[src/rtl/inqual_pkg.sv]
package inqual_pkg;
  typedef enum logic [1:0] {
    QM_SYNC   = 2'b00,
    QM_Q3     = 2'b01,
    QM_Q6     = 2'b10,
    QM_BYPASS = 2'b11
  } qmode_e;

  localparam int HIST_DEPTH = 6;
  localparam int CNT_W      = 3;
endpackage

[src/rtl/inqual_regs.sv]
module inqual_regs #(
  parameter int NUM_PINS = 16,
  parameter int PERIOD_W = 8
) (
  input  logic                  clk,
  input  logic                  rst,
  input  logic                  reg_we,
  input  logic                  reg_addr,
  input  logic [2*NUM_PINS-1:0] reg_wdata,
  input  logic                  wr_unlock,
  output logic [2*NUM_PINS-1:0] sel_q,
  output logic [PERIOD_W-1:0]   period_q,
  output logic [2*NUM_PINS-1:0] reg_rdata
);
  localparam int DW = 2 * NUM_PINS;

  logic wr_ok;
  assign wr_ok = reg_we && wr_unlock;

  always_ff @(posedge clk) begin
    if (rst) begin
      sel_q     <= '0;
      period_q  <= '0;
      reg_rdata <= '0;
    end else begin
      if (reg_addr) reg_rdata <= DW'(period_q);
      else          reg_rdata <= sel_q;
      if (wr_ok && !reg_addr) sel_q    <= reg_wdata;
      if (wr_ok &&  reg_addr) period_q <= reg_wdata[PERIOD_W-1:0];
    end
  end
endmodule

[src/rtl/inqual_strobe.sv]
module inqual_strobe #(
  parameter int PERIOD_W = 8
) (
  input  logic                clk,
  input  logic                rst,
  input  logic [PERIOD_W-1:0] period,
  output logic                strobe
);
  localparam int CW = PERIOD_W + 1;

  logic [CW-1:0] cnt_q;
  logic [CW-1:0] limit;

  always_comb begin
    limit  = {period, 1'b0} - CW'(1);
    strobe = (period == '0) || (cnt_q >= limit);
  end

  always_ff @(posedge clk) begin
    if (rst)         cnt_q <= '0;
    else if (strobe) cnt_q <= '0;
    else             cnt_q <= cnt_q + CW'(1);
  end
endmodule

[src/rtl/inqual_sync.sv]
module inqual_sync #(
  parameter int WIDTH  = 16,
  parameter int STAGES = 2
) (
  input  logic             clk,
  input  logic             rst,
  input  logic [WIDTH-1:0] d,
  output logic [WIDTH-1:0] q
);
  logic [STAGES-1:0][WIDTH-1:0] chain;

  genvar s;
  generate
    for (s = 0; s < STAGES; s++) begin : g_stage
      always_ff @(posedge clk) begin
        if (rst) chain[s] <= '0;
        else if (s == 0) chain[s] <= d;
        else chain[s] <= chain[(s == 0) ? 0 : s-1];
      end
    end
  endgenerate

  assign q = chain[STAGES-1];
endmodule

[src/rtl/inqual_lane.sv]
module inqual_lane
  import inqual_pkg::*;
(
  input  logic       clk,
  input  logic       rst,
  input  logic [1:0] mode,
  input  logic       is_gpio,
  input  logic       smp_in,
  input  logic       strobe,
  output logic       qual_q
);
  qmode_e eff_mode, prev_q;
  logic [HIST_DEPTH-1:0] hist_q, hist_nx;
  logic [CNT_W-1:0]      hcnt_q, hcnt_nx;
  logic agree3, agree6, accept;

  always_comb begin
    if (mode == QM_BYPASS && is_gpio) eff_mode = QM_SYNC;
    else                              eff_mode = qmode_e'(mode);
    hist_nx = {hist_q[HIST_DEPTH-2:0], smp_in};
    hcnt_nx = (hcnt_q == CNT_W'(HIST_DEPTH)) ? hcnt_q : hcnt_q + CNT_W'(1);
    agree3  = (hcnt_nx >= CNT_W'(3)) &&
              ((hist_nx[2:0] == 3'b000) || (hist_nx[2:0] == 3'b111));
    agree6  = (hcnt_nx >= CNT_W'(6)) &&
              ((hist_nx[5:0] == 6'b000000) || (hist_nx[5:0] == 6'b111111));
    accept  = (eff_mode == QM_Q3) ? agree3 : agree6;
  end

  always_ff @(posedge clk) begin
    if (rst) begin
      prev_q <= QM_SYNC;
      hist_q <= '0;
      hcnt_q <= '0;
      qual_q <= 1'b0;
    end else if (eff_mode != prev_q) begin
      prev_q <= eff_mode;
      hist_q <= '0;
      hcnt_q <= '0;
    end else begin
      case (eff_mode)
        QM_Q3, QM_Q6: begin
          if (strobe) begin
            hist_q <= hist_nx;
            hcnt_q <= hcnt_nx;
            if (accept) qual_q <= hist_nx[0];
          end
        end
        default: qual_q <= smp_in;
      endcase
    end
  end
endmodule

[src/rtl/inqual_bank.sv]
module inqual_bank
  import inqual_pkg::*;
#(
  parameter int NUM_PINS    = 16,
  parameter int PERIOD_W    = 8,
  parameter int SYNC_STAGES = 2,
  localparam int DW         = 2 * NUM_PINS
) (
  input  logic                clk,
  input  logic                rst,
  input  logic                reg_we,
  input  logic                reg_addr,
  input  logic [DW-1:0]       reg_wdata,
  input  logic                wr_unlock,
  output logic [DW-1:0]       reg_rdata,
  input  logic [NUM_PINS-1:0] pin_is_gpio,
  input  logic [NUM_PINS-1:0] pin_raw,
  output logic [NUM_PINS-1:0] pin_qual
);
  logic [DW-1:0]       sel_q;
  logic [PERIOD_W-1:0] period_q;
  logic                smp_strobe;
  logic [NUM_PINS-1:0] sync_q;
  logic [NUM_PINS-1:0] lane_q;

  inqual_regs #(.NUM_PINS(NUM_PINS), .PERIOD_W(PERIOD_W)) u_regs (
    .clk(clk), .rst(rst), .reg_we(reg_we), .reg_addr(reg_addr),
    .reg_wdata(reg_wdata), .wr_unlock(wr_unlock),
    .sel_q(sel_q), .period_q(period_q), .reg_rdata(reg_rdata)
  );

  inqual_strobe #(.PERIOD_W(PERIOD_W)) u_strobe (
    .clk(clk), .rst(rst), .period(period_q), .strobe(smp_strobe)
  );

  inqual_sync #(.WIDTH(NUM_PINS), .STAGES(SYNC_STAGES)) u_sync (
    .clk(clk), .rst(rst), .d(pin_raw), .q(sync_q)
  );

  genvar i;
  generate
    for (i = 0; i < NUM_PINS; i++) begin : g_lane
      logic bypass;
      inqual_lane u_lane (
        .clk(clk), .rst(rst), .mode(sel_q[2*i +: 2]),
        .is_gpio(pin_is_gpio[i]), .smp_in(sync_q[i]),
        .strobe(smp_strobe), .qual_q(lane_q[i])
      );
      assign bypass      = (sel_q[2*i +: 2] == QM_BYPASS) && !pin_is_gpio[i];
      assign pin_qual[i] = bypass ? pin_raw[i] : lane_q[i];
    end
  endgenerate
endmodule

[config.mk]
export PLATFORM = sky130hd
export DESIGN_NAME = inqual_bank
export DESIGN_NICKNAME = d
export VERILOG_FILES = /design/src/rtl/inqual_pkg.sv /design/src/rtl/inqual_regs.sv /design/src/rtl/inqual_strobe.sv /design/src/rtl/inqual_sync.sv /design/src/rtl/inqual_lane.sv /design/src/rtl/inqual_bank.sv
export SDC_FILE = /design/constraint.sdc
export NUM_CORES = 1
export LEC_CHECK = 0
export ABC_AREA = 1
export BUFFER_PORTS_ARGS = -buffer_cell sky130_fd_sc_hd__buf_4
export CAP_MARGIN = 25
export CORE_MARGIN = 2
export CORE_UTILIZATION = 35
export CTS_BUF_LIST = sky130_fd_sc_hd__clkbuf_4
export DETAILED_ROUTE_END_ITERATION = 8
export PLACE_DENSITY = 0.5
export SLEW_MARGIN = 20
export SYNTH_ARGS = -nofsm -noshare
export SYNTH_HDL_FRONTEND = slang
export SYNTH_SLANG_ARGS = --single-unit
[constraint.sdc]
create_clock -name clk -period 2.25 [get_ports clk]
set_clock_uncertainty 0.05 [all_clocks]
set_input_delay 0.1125 -clock clk [delete_from_list [all_inputs] [get_ports clk]]
set_output_delay 0.1125 -clock clk [all_outputs]
set_load 0.01 [all_outputs]
==> run summary <==
Status - finished with violations
Fillers - 3856
Multi-input logic area - 7390 um^2
DP HPWL - 23600 um
CP dominant cell by count - nand2_1
CTS tree - done
Final hold violation count - 0
Max transition margin - 0.517
Worst hold slack - 184 ps
Crit. Startpoint - u_regs.period_q[2]$_SDFFE_PP0P_
CP Launch Type - register
Post-Place Cells - 2553
Synthesized area - 13600 um^2
Setup violators final - 153
HP Class - in2reg
R2R depth - 15
Most frequent cells in the layout - nand2_1, dfxtp_1, inv_1
Setup CP Type - reg2reg
Register area - 5790 um^2
Share of layout cells above drive strength 1 - 0.227
Maxcap violations - 0
Final Cycle Share - 1.11
Post-route non-filler standard cell count - 2838
Clk_lat worst skew - 740 ps
Xor-xnor portion of the synthesized cell area - 0.0271
Area grow syn2layout - 39.5%
CP top delay family - simple AND/OR/NAND/NOR gates
Drt via density - 4.58
Commonest non-fill, non-tap cell in the layout - nand2_1
Reg-to-Reg Start - u_regs.period_q[2]$_SDFFE_PP0P_
Post-Syn Nets - 2046
Detailed router's first-iteration violation count - 455
Die ar. - 40400 um^2
WL/cell - 12.7 um
Critical-path top delay cell - dfxtp_4
PwrDens - 686 nW/um^2
Global-route usage over all layers - 0.177
RePlAce Congestion - 0.781
Fin nets - 2405
Compound-Gate Fraction of Synth Area - 0.138
Die span in x - 201 um
First-pass detailed-route iteration total - 7
Crit path to - g_lane[7].u_lane.hcnt_q[1]$_SDFFE_PP0P_
Initial core utilization - 0.353
Vias after detailed routing - 13000
Die height - 201 um
Critical Path Max Stage Delay - 360 ps
CP Max Fanout - 6
Quantity of I/O buffers inserted on ports - 116
Worst-path clk slew - 60 ps
Global-route wire length before repair - 59200 um
WP data required - 2810 ps
Worst reg2reg setup slack - -260 ps
Crit path time final - 2510 ps
Cell Area, Placed - 15400 um^2
Maximum vdd ir drop - 333 uV
Vias in the first global route - 12400
Post-route cell area - 19000 um^2
Fmax - 399 MHz
Area share of fa/ha/maj cells after synthesis - 0.0690
FF+latch count, synth - 289
Sequential element share of the synthesized area - 0.426
Main combinational cell family by area after synthesis - simple AND/OR/NAND/NOR gates
Worst Setup End Kind - register
Clock sink count - 289
Cells after Synth - 1902
Least-Margin Pin Slew - 721 ps
Final Worst Setup Slack - -259 ps
Cell variety after synth - 34
CP Data Arrival Time - 3070 ps
Mux contribution to synthesized area - 0
Remaining DRCs - 0
Avg Cell Area, Syn - 7.15 um^2
Routed Antenna Nets - 0
P_leak - 8.54 nW
# rows - 72
RR Endpoint - g_lane[7].u_lane.hcnt_q[1]$_SDFFE_PP0P_
Pin count of the biggest net entering global routing - 49
Simple-Gate Fraction of Synth Area - 0.241
Root buffer cell - clkbuf_4
Crit path buf inv count - 3
Synth warnings - 0
H-tree Lvls - 3
Clk buf depth - 3
GRT Residual Overflow - 0
Core Region - 38500 um^2
Critical Path, Cell by Cell - nor2_4, nand4_1, buf_4, xor2_1, ha_1, nand2_1, nand2_1, nand2_1, nand2_2, nor2_8, nand2_8, buf_12, nand2_8, clkinvlp_4, o211a_1
I/O pins - 117
Drt total wl - 36100 um
Initial antenna violation count - 2
Cts bufs inserted - 83
Max Transition Viols Final - 0
RSZ-0062 raised after global routing - true
Crit. path cell count - 15
Violated checks - negative setup slack
[state kept, by name (all words and copies together), names as in the netlist]
register              count
u_sync.q                 16
u_sync.chain             16
g_lane.u_lane.hist_q     80
g_lane.u_lane.prev_q     32
g_lane.u_lane.qual_q     16
u_regs.reg_rdata         32
g_lane.u_lane.hcnt_q     48
u_regs.period_q           8
u_regs.sel_q             32
u_strobe.cnt_q            9
[synthesized netlist by cell type, drive strengths merged]
cell      n  area, um^2
a211oi   21         183
a21oi   163         816
a31oi    16         100
buf      16         121
clkbuf   23        86.3
clkinv    2        7.51
dfxtp   289        5790
ha       75         938
inv     301        1130
nand2   420        1610
nand3    90         450
nand4    21         131
nor2    245         946
nor3     17        90.1
o211a     3        30.0
o21ai   150         751
or2       8        50.1
xnor2    34         298
xor2      8        70.1
[area by class of cell]
class / instances / area share
multi-input combinational: 1274 / 0.390
clock buffer: 118 / 0.0467
tap: 518 / 0.0342
sequential: 289 / 0.306
inverter: 303 / 0.0647
clock inverter: 24 / 0.00759
antenna: 2 / 0.000264
timing repair buffer: 307 / 0.150
timing repair inverter: 3 / 0.00125
[worst min path at each step]
stage	start	end	slack, ps	depth (start not counted)
finish	reg_wdata[0]	u_regs.period_q[0]$_SDFFE_PP0P_	180	4
global route	reg_wdata[7]	u_regs.period_q[7]$_SDFFE_PP0P_	160	4
CTS	reg_wdata[1]	u_regs.period_q[1]$_SDFFE_PP0P_	110	4
detailed placement	pin_raw[5]	u_sync.chain[5]$_SDFF_PP0_	290	3
global placement	pin_raw[5]	u_sync.chain[5]$_SDFF_PP0_	280	3
floorplan	pin_raw[0]	u_sync.chain[0]$_SDFF_PP0_	190	2
[what timing repair did]
action                     4_1_cts  5_1_grt
hold buffers                   119        0
resized for setup              180      142
pin swaps                       45       46
gates cloned                     8        0
setup endpoints to repair      154      154
hold endpoints to repair       126        0
buffers inserted                10        6
[kinds of logic (layout without fill, tap and decap cells)]
| group | after synthesis | count (layout) |
|---|---|---|
| buffers and inverters | 342 | 755 |
| and+or+nand+nor | 801 | 804 |
| AOI/OAI and AO/OA | 353 | 353 |
| adders and majority gates | 75 | 75 |
| xor gates and xnor gates | 42 | 42 |
| DFF | 289 | 289 |
| other | 0 | 2 |
[worst register-to-register path, stage by stage, from the launching register on]
cell and delay, ps:
dfxtp_4 360, nor2_4 80, nand4_1 130, buf_4 170, xor2_1 140, ha_1 300, nand2_1 70, nand2_1 50
nand2_1 70, nand2_2 80, nor2_8 150, nand2_8 110, buf_12 170, nand2_8 100, clkinvlp_4 140, o211a_1 220
[layer usage]
metal / vias up / track usage / wire, um
li1: 6824 / - / -
met2: 205 / 0.291 / 16700
met3: 64 / 0.0388 / 1380
met4: 0 / 0.0646 / 796
met1: 5899 / 0.228 / 17200
met5: - / 0 / 0
[per-stage QoR]
stage | setup WS, ps | TNS [ps] | util | total power, W
final | -259 | -22140 | 0.493 | 0.0130
after detailed placement | -287 | -27230 | 0.401 | 0.00757
after global routing | -420 | -47990 | 0.493 | 0.0138
after global placement | -258 | -22560 | 0.401 | 0.00755
after floorplan | -45.5 | -1520 | - | 0.00689
after CTS | -241 | -18980 | 0.479 | 0.0131
[power breakdown]
group	internal [W]	leakage [nW]	switching, W
logic	0.00112	5.57	0.00143
registers	0.00538	2.35	0.000196
clock network	0.00262	0.616	0.00226
No activity file was read; power rests on OpenSTA's default activity.
